==> src/rtl/freq_gate_pkg.sv <==
package freq_gate_pkg;

  localparam int ARITH_W = 32;

  typedef enum logic {
    GATE_IDLE = 1'b0,
    GATE_RUN  = 1'b1
  } gate_state_e;

  // Value loaded into the gate down-counter: a window of n ticks counts n-1..0.
  // A setting of zero is treated as a window of one tick.
  function automatic logic [ARITH_W-1:0] reload_of(input logic [ARITH_W-1:0] ticks);
    return (ticks == '0) ? '0 : ticks - 1'b1;
  endfunction

  // Tally after one cycle: restart on a boundary, otherwise accumulate.
  function automatic logic [ARITH_W-1:0] tally_next(input logic [ARITH_W-1:0] tally,
                                                   input logic              ev,
                                                   input logic              boundary);
    logic [ARITH_W-1:0] inc;
    inc = {{(ARITH_W-1){1'b0}}, ev};
    return boundary ? inc : tally + inc;
  endfunction

endpackage

==> src/rtl/sig_sync.sv <==
module sig_sync #(
  parameter int STAGES = 2
) (
  input  logic clk,
  input  logic rst,
  input  logic sig_i,
  output logic rise_o
);
  logic [STAGES-1:0] chain_q;
  logic              prev_q;

  generate
    for (genvar i = 0; i < STAGES; i++) begin : g_stage
      if (i == 0) begin : g_first
        always_ff @(posedge clk) begin
          if (rst) chain_q[i] <= 1'b0;
          else     chain_q[i] <= sig_i;
        end
      end else begin : g_next
        always_ff @(posedge clk) begin
          if (rst) chain_q[i] <= 1'b0;
          else     chain_q[i] <= chain_q[i-1];
        end
      end
    end
  endgenerate

  always_ff @(posedge clk) begin
    if (rst) prev_q <= 1'b0;
    else     prev_q <= chain_q[STAGES-1];
  end

  assign rise_o = chain_q[STAGES-1] & ~prev_q;

  // Two rising edges cannot occur on back-to-back cycles.
  AST_EDGE_ISOLATED: assert property (@(posedge clk) disable iff (rst)
    rise_o |=> !rise_o);

endmodule

==> src/rtl/gate_timer.sv <==
module gate_timer #(
  parameter int TICK_W = 27
) (
  input  logic              clk,
  input  logic              rst,
  input  logic [TICK_W-1:0] ticks_i,
  output logic              start_o,
  output logic              expire_o,
  output logic              boundary_o
);
  import freq_gate_pkg::*;

  gate_state_e       state_q;
  logic [TICK_W-1:0] remain_q;
  logic [TICK_W-1:0] reload_val;

  assign reload_val = TICK_W'(reload_of(ARITH_W'(ticks_i)));
  assign start_o    = (state_q == GATE_IDLE);
  assign expire_o   = (state_q == GATE_RUN) && (remain_q == '0);
  assign boundary_o = start_o | expire_o;

  always_ff @(posedge clk) begin
    if (rst) begin
      state_q  <= GATE_IDLE;
      remain_q <= '0;
    end else if (boundary_o) begin
      state_q  <= GATE_RUN;
      remain_q <= reload_val;
    end else begin
      remain_q <= remain_q - 1'b1;
    end
  end

  // Inside a window the gate steps down by exactly one per cycle.
  AST_GATE_STEP: assert property (@(posedge clk) disable iff (rst)
    (!boundary_o) |=> (remain_q == $past(remain_q) - 1'b1));

  // Once running, the gate never returns to idle without reset.
  AST_GATE_STAYS_RUN: assert property (@(posedge clk) disable iff (rst)
    (state_q == GATE_RUN) |=> (state_q == GATE_RUN));

endmodule

==> src/rtl/edge_tally.sv <==
module edge_tally #(
  parameter int CNT_W = 27
) (
  input  logic             clk,
  input  logic             rst,
  input  logic             rise_i,
  input  logic             boundary_i,
  input  logic             expire_i,
  output logic [CNT_W-1:0] tally_o,
  output logic [CNT_W-1:0] count_o,
  output logic             valid_o
);
  import freq_gate_pkg::*;

  logic [CNT_W-1:0] tally_q;
  logic [CNT_W-1:0] result_q;
  logic             valid_q;

  always_ff @(posedge clk) begin
    if (rst) begin
      tally_q  <= '0;
      result_q <= '0;
      valid_q  <= 1'b0;
    end else begin
      tally_q <= CNT_W'(tally_next(ARITH_W'(tally_q), rise_i, boundary_i));
      valid_q <= expire_i;
      if (expire_i) result_q <= tally_q;
    end
  end

  assign tally_o = tally_q;
  assign count_o = result_q;
  assign valid_o = valid_q;

  // The tally must never wrap inside a window.
  AST_NO_OVERFLOW: assert property (@(posedge clk) disable iff (rst)
    !((&tally_q) && rise_i && !boundary_i));

  // The result only moves together with the strobe.
  AST_RESULT_HOLD: assert property (@(posedge clk) disable iff (rst)
    (!valid_q) |-> $stable(result_q));

endmodule

==> src/rtl/freq_gate_counter.sv <==
module freq_gate_counter #(
  parameter int TICK_W      = 27,
  parameter int CNT_W       = TICK_W,
  parameter int SYNC_STAGES = 2
) (
  input  logic              clk,
  input  logic              rst,
  input  logic              sig_i,
  input  logic [TICK_W-1:0] gate_ticks_i,
  output logic [CNT_W-1:0]  count_o,
  output logic              count_valid_o
);
  logic             rise_ev;
  logic             win_start;
  logic             win_expire;
  logic             win_boundary;
  logic [CNT_W-1:0] tally_now;

  sig_sync #(.STAGES(SYNC_STAGES)) u_sync (
    .clk    (clk),
    .rst    (rst),
    .sig_i  (sig_i),
    .rise_o (rise_ev)
  );

  gate_timer #(.TICK_W(TICK_W)) u_gate (
    .clk        (clk),
    .rst        (rst),
    .ticks_i    (gate_ticks_i),
    .start_o    (win_start),
    .expire_o   (win_expire),
    .boundary_o (win_boundary)
  );

  edge_tally #(.CNT_W(CNT_W)) u_tally (
    .clk        (clk),
    .rst        (rst),
    .rise_i     (rise_ev),
    .boundary_i (win_boundary),
    .expire_i   (win_expire),
    .tally_o    (tally_now),
    .count_o    (count_o),
    .valid_o    (count_valid_o)
  );

  // An edge on a closing cycle opens the next window with a tally of one.
  AST_RESTART_ONE: assert property (@(posedge clk) disable iff (rst)
    (win_boundary && rise_ev) |=> (tally_now == CNT_W'(1)));

  // The window opened by reset release never produces a strobe.
  AST_NO_STROBE_AFTER_RESET: assert property (@(posedge clk) disable iff (rst)
    $past(rst) |-> !count_valid_o);

  // The first cycle after reset is always the load cycle.
  AST_START_AFTER_RESET: assert property (@(posedge clk) disable iff (rst)
    $past(rst) |-> win_start);

endmodule

==> config.mk <==
export PLATFORM = sky130hd
export DESIGN_NAME = freq_gate_counter
export DESIGN_NICKNAME = d
export VERILOG_FILES = /design/src/rtl/freq_gate_pkg.sv /design/src/rtl/sig_sync.sv /design/src/rtl/gate_timer.sv /design/src/rtl/edge_tally.sv /design/src/rtl/freq_gate_counter.sv
export SDC_FILE = /design/constraint.sdc
export NUM_CORES = 1
export LEC_CHECK = 0
export ABC_AREA = 1
export BUFFER_PORTS_ARGS = -buffer_cell sky130_fd_sc_hd__clkbuf_2
export CORE_MARGIN = 2
export CORE_UTILIZATION = 59
export CTS_CLUSTER_DIAMETER = 60
export DETAILED_ROUTE_END_ITERATION = 6
export PLACE_DENSITY = 0.8
export SLEW_MARGIN = 5
export SYNTH_ARGS = -nofsm -noshare
export SYNTH_HDL_FRONTEND = slang
export SYNTH_HIERARCHICAL = 1
export SYNTH_SLANG_ARGS = --single-unit
==> constraint.sdc <==
create_clock -name clk -period 2.65 [get_ports clk]
set_input_delay 0.795 -clock clk [delete_from_list [all_inputs] [get_ports clk]]
set_output_delay 0.795 -clock clk [all_outputs]
set_load 0.02 [all_outputs]
==> impl_metrics.xml <==
<?xml version="1.0" encoding="UTF-8"?>
<metrics>
  <group name="cts">
    <metric name="ctsRootBufferMaster" unit="">sky130_fd_sc_hd__clkbuf_8</metric>
    <metric name="post_cts.resized_instances" unit="">0</metric>
    <metric name="clock_sinks" unit="">86</metric>
    <metric name="cts-buffers-inserted" unit="">9</metric>
    <metric name="cts.htree.levels" unit="">3</metric>
    <metric name="cts_tree" unit="">yes</metric>
    <metric name="worst_skew_pair.late_latency" unit="ns">0.36</metric>
    <metric name="max-clock-path-buffers" unit="">2</metric>
    <metric name="clk_pin_slew" unit="ns">0.09</metric>
    <metric name="cts_setup_buffers" unit="">0</metric>
    <metric name="post_cts_hold_buffer_count" unit="">0</metric>
  </group>
  <group name="sta">
    <metric name="tightest_slew" unit="ns">0.7373</metric>
    <metric name="fin_setup_tns" unit="ns">0</metric>
    <metric name="final-setup-viol-count" unit="">0</metric>
    <metric name="timing_max_transition_violations_final" unit="">0</metric>
    <metric name="timing.fmax" unit="GHz">0.4554</metric>
    <metric name="relSlewSlack" unit="%">50.73</metric>
    <metric name="finalHoldViolations" unit="">0</metric>
    <metric name="worst_hold_slack" unit="ns">0.4208</metric>
    <metric name="grt_setup_unrepaired" unit="">false</metric>
    <metric name="final_period_minus_worst_setup_slack" unit="ns">2.196</metric>
    <metric name="finalClockSkew" unit="ns">0.01464</metric>
    <metric name="final_min_period_over_clock_period" unit="%">82.87</metric>
  </group>
  <group name="cells_and_area">
    <metric name="finalNetCount" unit="">841</metric>
    <metric name="antenna-diode-count" unit="">0</metric>
    <metric name="multi_input_comb_area" unit="um^2">2959</metric>
    <metric name="seqCellArea" unit="um^2">1722</metric>
    <metric name="final.fill_count" unit="">750</metric>
    <metric name="layout.core_utilization" unit="%">68.05</metric>
    <metric name="finalInstanceArea" unit="um^2">5619</metric>
    <metric name="share_of_cells_above_drive_strength_1" unit="%">21.23</metric>
    <metric name="synthToLayoutAreaGrowth" unit="%">11.58</metric>
  </group>
  <group name="power">
    <metric name="p_sw" unit="mW">0.8301</metric>
    <metric name="netSwitchingFraction" unit="%">29.13</metric>
    <metric name="power_density" unit="nW/um^2">507.1</metric>
    <metric name="pwr-share-clk" unit="%">36.0</metric>
    <metric name="comb_power_share" unit="%">16.2</metric>
    <metric name="design_internal_power" unit="mW">2.019</metric>
    <metric name="vdd.ir_drop.worst" unit="mV">0.3316</metric>
    <metric name="p_leak" unit="nW">2.276</metric>
    <metric name="power.share.sequential" unit="%">47.8</metric>
  </group>
  <group name="synth">
    <metric name="netlist_instances" unit="">750</metric>
    <metric name="synthDominantCellAreaShare" unit="%">34.19</metric>
    <metric name="synth-simple-area-share" unit="%">41.84</metric>
    <metric name="post_synth_mux_area_share" unit="%">0.1988</metric>
    <metric name="netlist-cell-type-count" unit="">33</metric>
    <metric name="synth_compound_area_share" unit="%">11.25</metric>
    <metric name="yosys.cell_count.top_type" unit="">sky130_fd_sc_hd__nand2_1</metric>
    <metric name="synth-seq-area-share" unit="%">34.19</metric>
    <metric name="synth_seq_cells" unit="">86</metric>
    <metric name="synth_warnings" unit="">6</metric>
    <metric name="synthTopCellsByCount" unit="">sky130_fd_sc_hd__nand2_1, sky130_fd_sc_hd__nor2_1, sky130_fd_sc_hd__dfxtp_1, sky130_fd_sc_hd__inv_1, sky130_fd_sc_hd__nand3_1</metric>
    <metric name="synth_flop_cell" unit="">sky130_fd_sc_hd__dfxtp_1</metric>
    <metric name="synth_fp_nets" unit="">785</metric>
    <metric name="synthTopCellsByArea" unit="">sky130_fd_sc_hd__dfxtp_1, sky130_fd_sc_hd__nand2_1, sky130_fd_sc_hd__nor2_1, sky130_fd_sc_hd__inv_1, sky130_fd_sc_hd__nand3_1</metric>
    <metric name="synth.avg_cell_area" unit="um^2">6.715</metric>
    <metric name="post_synth_xor_area_fraction" unit="%">4.174</metric>
    <metric name="combinational_family_with_the_most_area_after_synthesis" unit="">simple AND/OR/NAND/NOR gates</metric>
    <metric name="netlist_area" unit="um^2">5036</metric>
    <metric name="synth_top_cell_by_area" unit="">sky130_fd_sc_hd__dfxtp_1</metric>
    <metric name="count_of_flip_flops_with_a_built_in_enable_after_synthesis" unit="">0</metric>
    <metric name="yosys.area_share.adder" unit="%">1.242</metric>
    <metric name="ys_async_sr_fraction" unit="%">0</metric>
  </group>
  <group name="flow_run">
    <metric name="max-cap-violations" unit="">0</metric>
  </group>
  <group name="place">
    <metric name="gpl.final_weighted_congestion" unit="">0.9033</metric>
    <metric name="buffer_ports.inserted" unit="">57</metric>
    <metric name="dp_hpwl" unit="um">9522</metric>
    <metric name="placed_cell_area" unit="um^2">5401</metric>
  </group>
  <group name="routing">
    <metric name="wl_per_cell" unit="um">13.55</metric>
    <metric name="count_of_vias_placed_by_the_detailed_router" unit="">4889</metric>
    <metric name="drt_pass1_iterations" unit="">5</metric>
    <metric name="avgViaCountPerCell" unit="">5.343</metric>
    <metric name="drtAntennaViolNets" unit="">0</metric>
    <metric name="wirelength" unit="um">12390</metric>
    <metric name="detail_route.iter0.violations" unit="">325</metric>
    <metric name="drt_drc_violations_left" unit="">0</metric>
  </group>
  <group name="global_route">
    <metric name="number_of_antenna_violations_at_the_first_check_in_global_routing" unit="">0</metric>
    <metric name="use_met1" unit="%">39.72</metric>
    <metric name="grt_most_used_layer" unit="">met2</metric>
    <metric name="globalRouteTotalUtil" unit="%">27.07</metric>
    <metric name="grt_util_met3" unit="%">4.422</metric>
    <metric name="use_met2" unit="%">41.09</metric>
    <metric name="first_global_vias" unit="">4326</metric>
    <metric name="grt_remaining_overflow" unit="">0</metric>
    <metric name="first_pass_grt_wire_length" unit="um">19760</metric>
    <metric name="maximum_number_of_pins_on_one_net_before_global_route_repair" unit="">40</metric>
  </group>
  <group name="floorplanning">
    <metric name="die-area" unit="um^2">9291</metric>
    <metric name="floorplan.initialDensity" unit="%">60.98</metric>
    <metric name="pin_count" unit="">58</metric>
    <metric name="core_area" unit="um^2">8258</metric>
    <metric name="die_width" unit="um">96.39</metric>
    <metric name="rows" unit="">33</metric>
    <metric name="fp.dieH" unit="um">96.39</metric>
  </group>
  <group name="critical_path">
    <metric name="critical_path_arrival" unit="ns">2.48</metric>
    <metric name="critPathLaunchType" unit="">register</metric>
    <metric name="required" unit="ns">2.94</metric>
    <metric name="worstSetupEndpointType" unit="">register</metric>
    <metric name="setup.worst_path.class" unit="">register to register</metric>
    <metric name="timing.critical_path.fanout_max" unit="">27</metric>
  </group>
  <group name="run_status">
    <metric name="status" unit="">completed</metric>
  </group>
  <group name="hold_path">
    <metric name="hp-class" unit="">register to register</metric>
  </group>
</metrics>
## cells by family after synthesis
kind of cell | count (synthesis)
and+or+nand+nor | 456
AOI/OAI and AO/OA | 91
buffers and inverters | 87
DFF | 86
xor gates and xnor gates | 24
adders and majority gates | 5
muxes | 1
## power by group through the flow
| stage | Clock, mW | Sequential (mW) | Combinational [mW] |
|---|---|---|---|
| after floorplan | 0 | 1.39 | 0.339 |
| after global placement | 0 | 1.39 | 0.441 |
| after detailed placement | 0 | 1.39 | 0.452 |
| after CTS | 1.04 | 1.36 | 0.456 |
| after global routing | 1.09 | 1.37 | 0.511 |
| final | 1.02 | 1.36 | 0.462 |
## layout make-up
type	count	share of cell area [%]
inverters	69	4.609
clock inverters	6	1.670
flip-flops and latches	86	30.64
well taps	105	2.338
repair buffers	63	5.878
clock buffers	9	2.204
multi-input cells	577	52.66
## worst max-delay path, stage by stage, from the launching register on
cell and delay (ns):
sky130_fd_sc_hd__dfxtp_1 0.31, sky130_fd_sc_hd__inv_1 0.11, sky130_fd_sc_hd__ha_1 0.18, sky130_fd_sc_hd__nand2_1 0.08, sky130_fd_sc_hd__nor2_1 0.16, sky130_fd_sc_hd__nand3_2 0.13
sky130_fd_sc_hd__nor2_4 0.14, sky130_fd_sc_hd__nor2_4 0.13, sky130_fd_sc_hd__nor2_4 0.60, sky130_fd_sc_hd__nand2_2 0.11, sky130_fd_sc_hd__a21oi_2 0.17
## flip-flops by register name, indices dropped and copies added (netlist names)
register / cells
u_tally/valid_o: 1
u_gate/remain_q: 27
u_tally/tally_o: 27
u_sync/chain_q: 2
u_tally/count_o: 27
u_gate/state_q: 1
u_sync/prev_q: 1
## through the flow
step,std cells,setup WS [ns],power [mW]
4_1_cts,915,0.4579,2.857
5_1_grt,915,0.3041,2.972
3_5_place_dp,900,0.1783,1.844
3_3_place_gp,900,0.2337,1.831
6_report,915,0.4540,2.849
2_1_floorplan,750,0.5616,1.724
## metal layers
layer	vias up	share of wire, %
li1	2507	-
met1	2216	49
met2	155	44
met3	11	6.2
met4	0	1.1
met5	-	0
## path summary, 6_finish.rpt
| check | slack, ns | depth (start not counted) | end | start |
|---|---|---|---|---|
| worst min-delay path | 0.42 | 2 | u_sync/chain_q[1]$_SDFF_PP0_ | u_sync/chain_q[0]$_SDFF_PP0_ |
| worst max-delay path | 0.45 | 10 | u_gate/remain_q[24]$_SDFF_PP0_ | u_gate/remain_q[0]$_SDFF_PP0_ |
| worst min register to register | 0.42 | 2 | u_sync/chain_q[1]$_SDFF_PP0_ | u_sync/chain_q[0]$_SDFF_PP0_ |
| worst max register to register | 0.45 | 10 | u_gate/remain_q[24]$_SDFF_PP0_ | u_gate/remain_q[0]$_SDFF_PP0_ |
## placed cells by master (no fill, tap or decap), drive strengths merged, types with 2 or more instances in the layout
master    n
nor3      6
nand3    49
a211oi    8
nand3b    2
buf       6
o21bai    3
nor2    175
nand2   201
bufinv    2
xor2     14
clkbuf   66
and2      2
o21a      2
or2       3
ha        5
inv      72
xnor2    10
dfxtp    86
nand4    18
a21oi    60
o21ai    17
(Power assumes the default switching activity.)
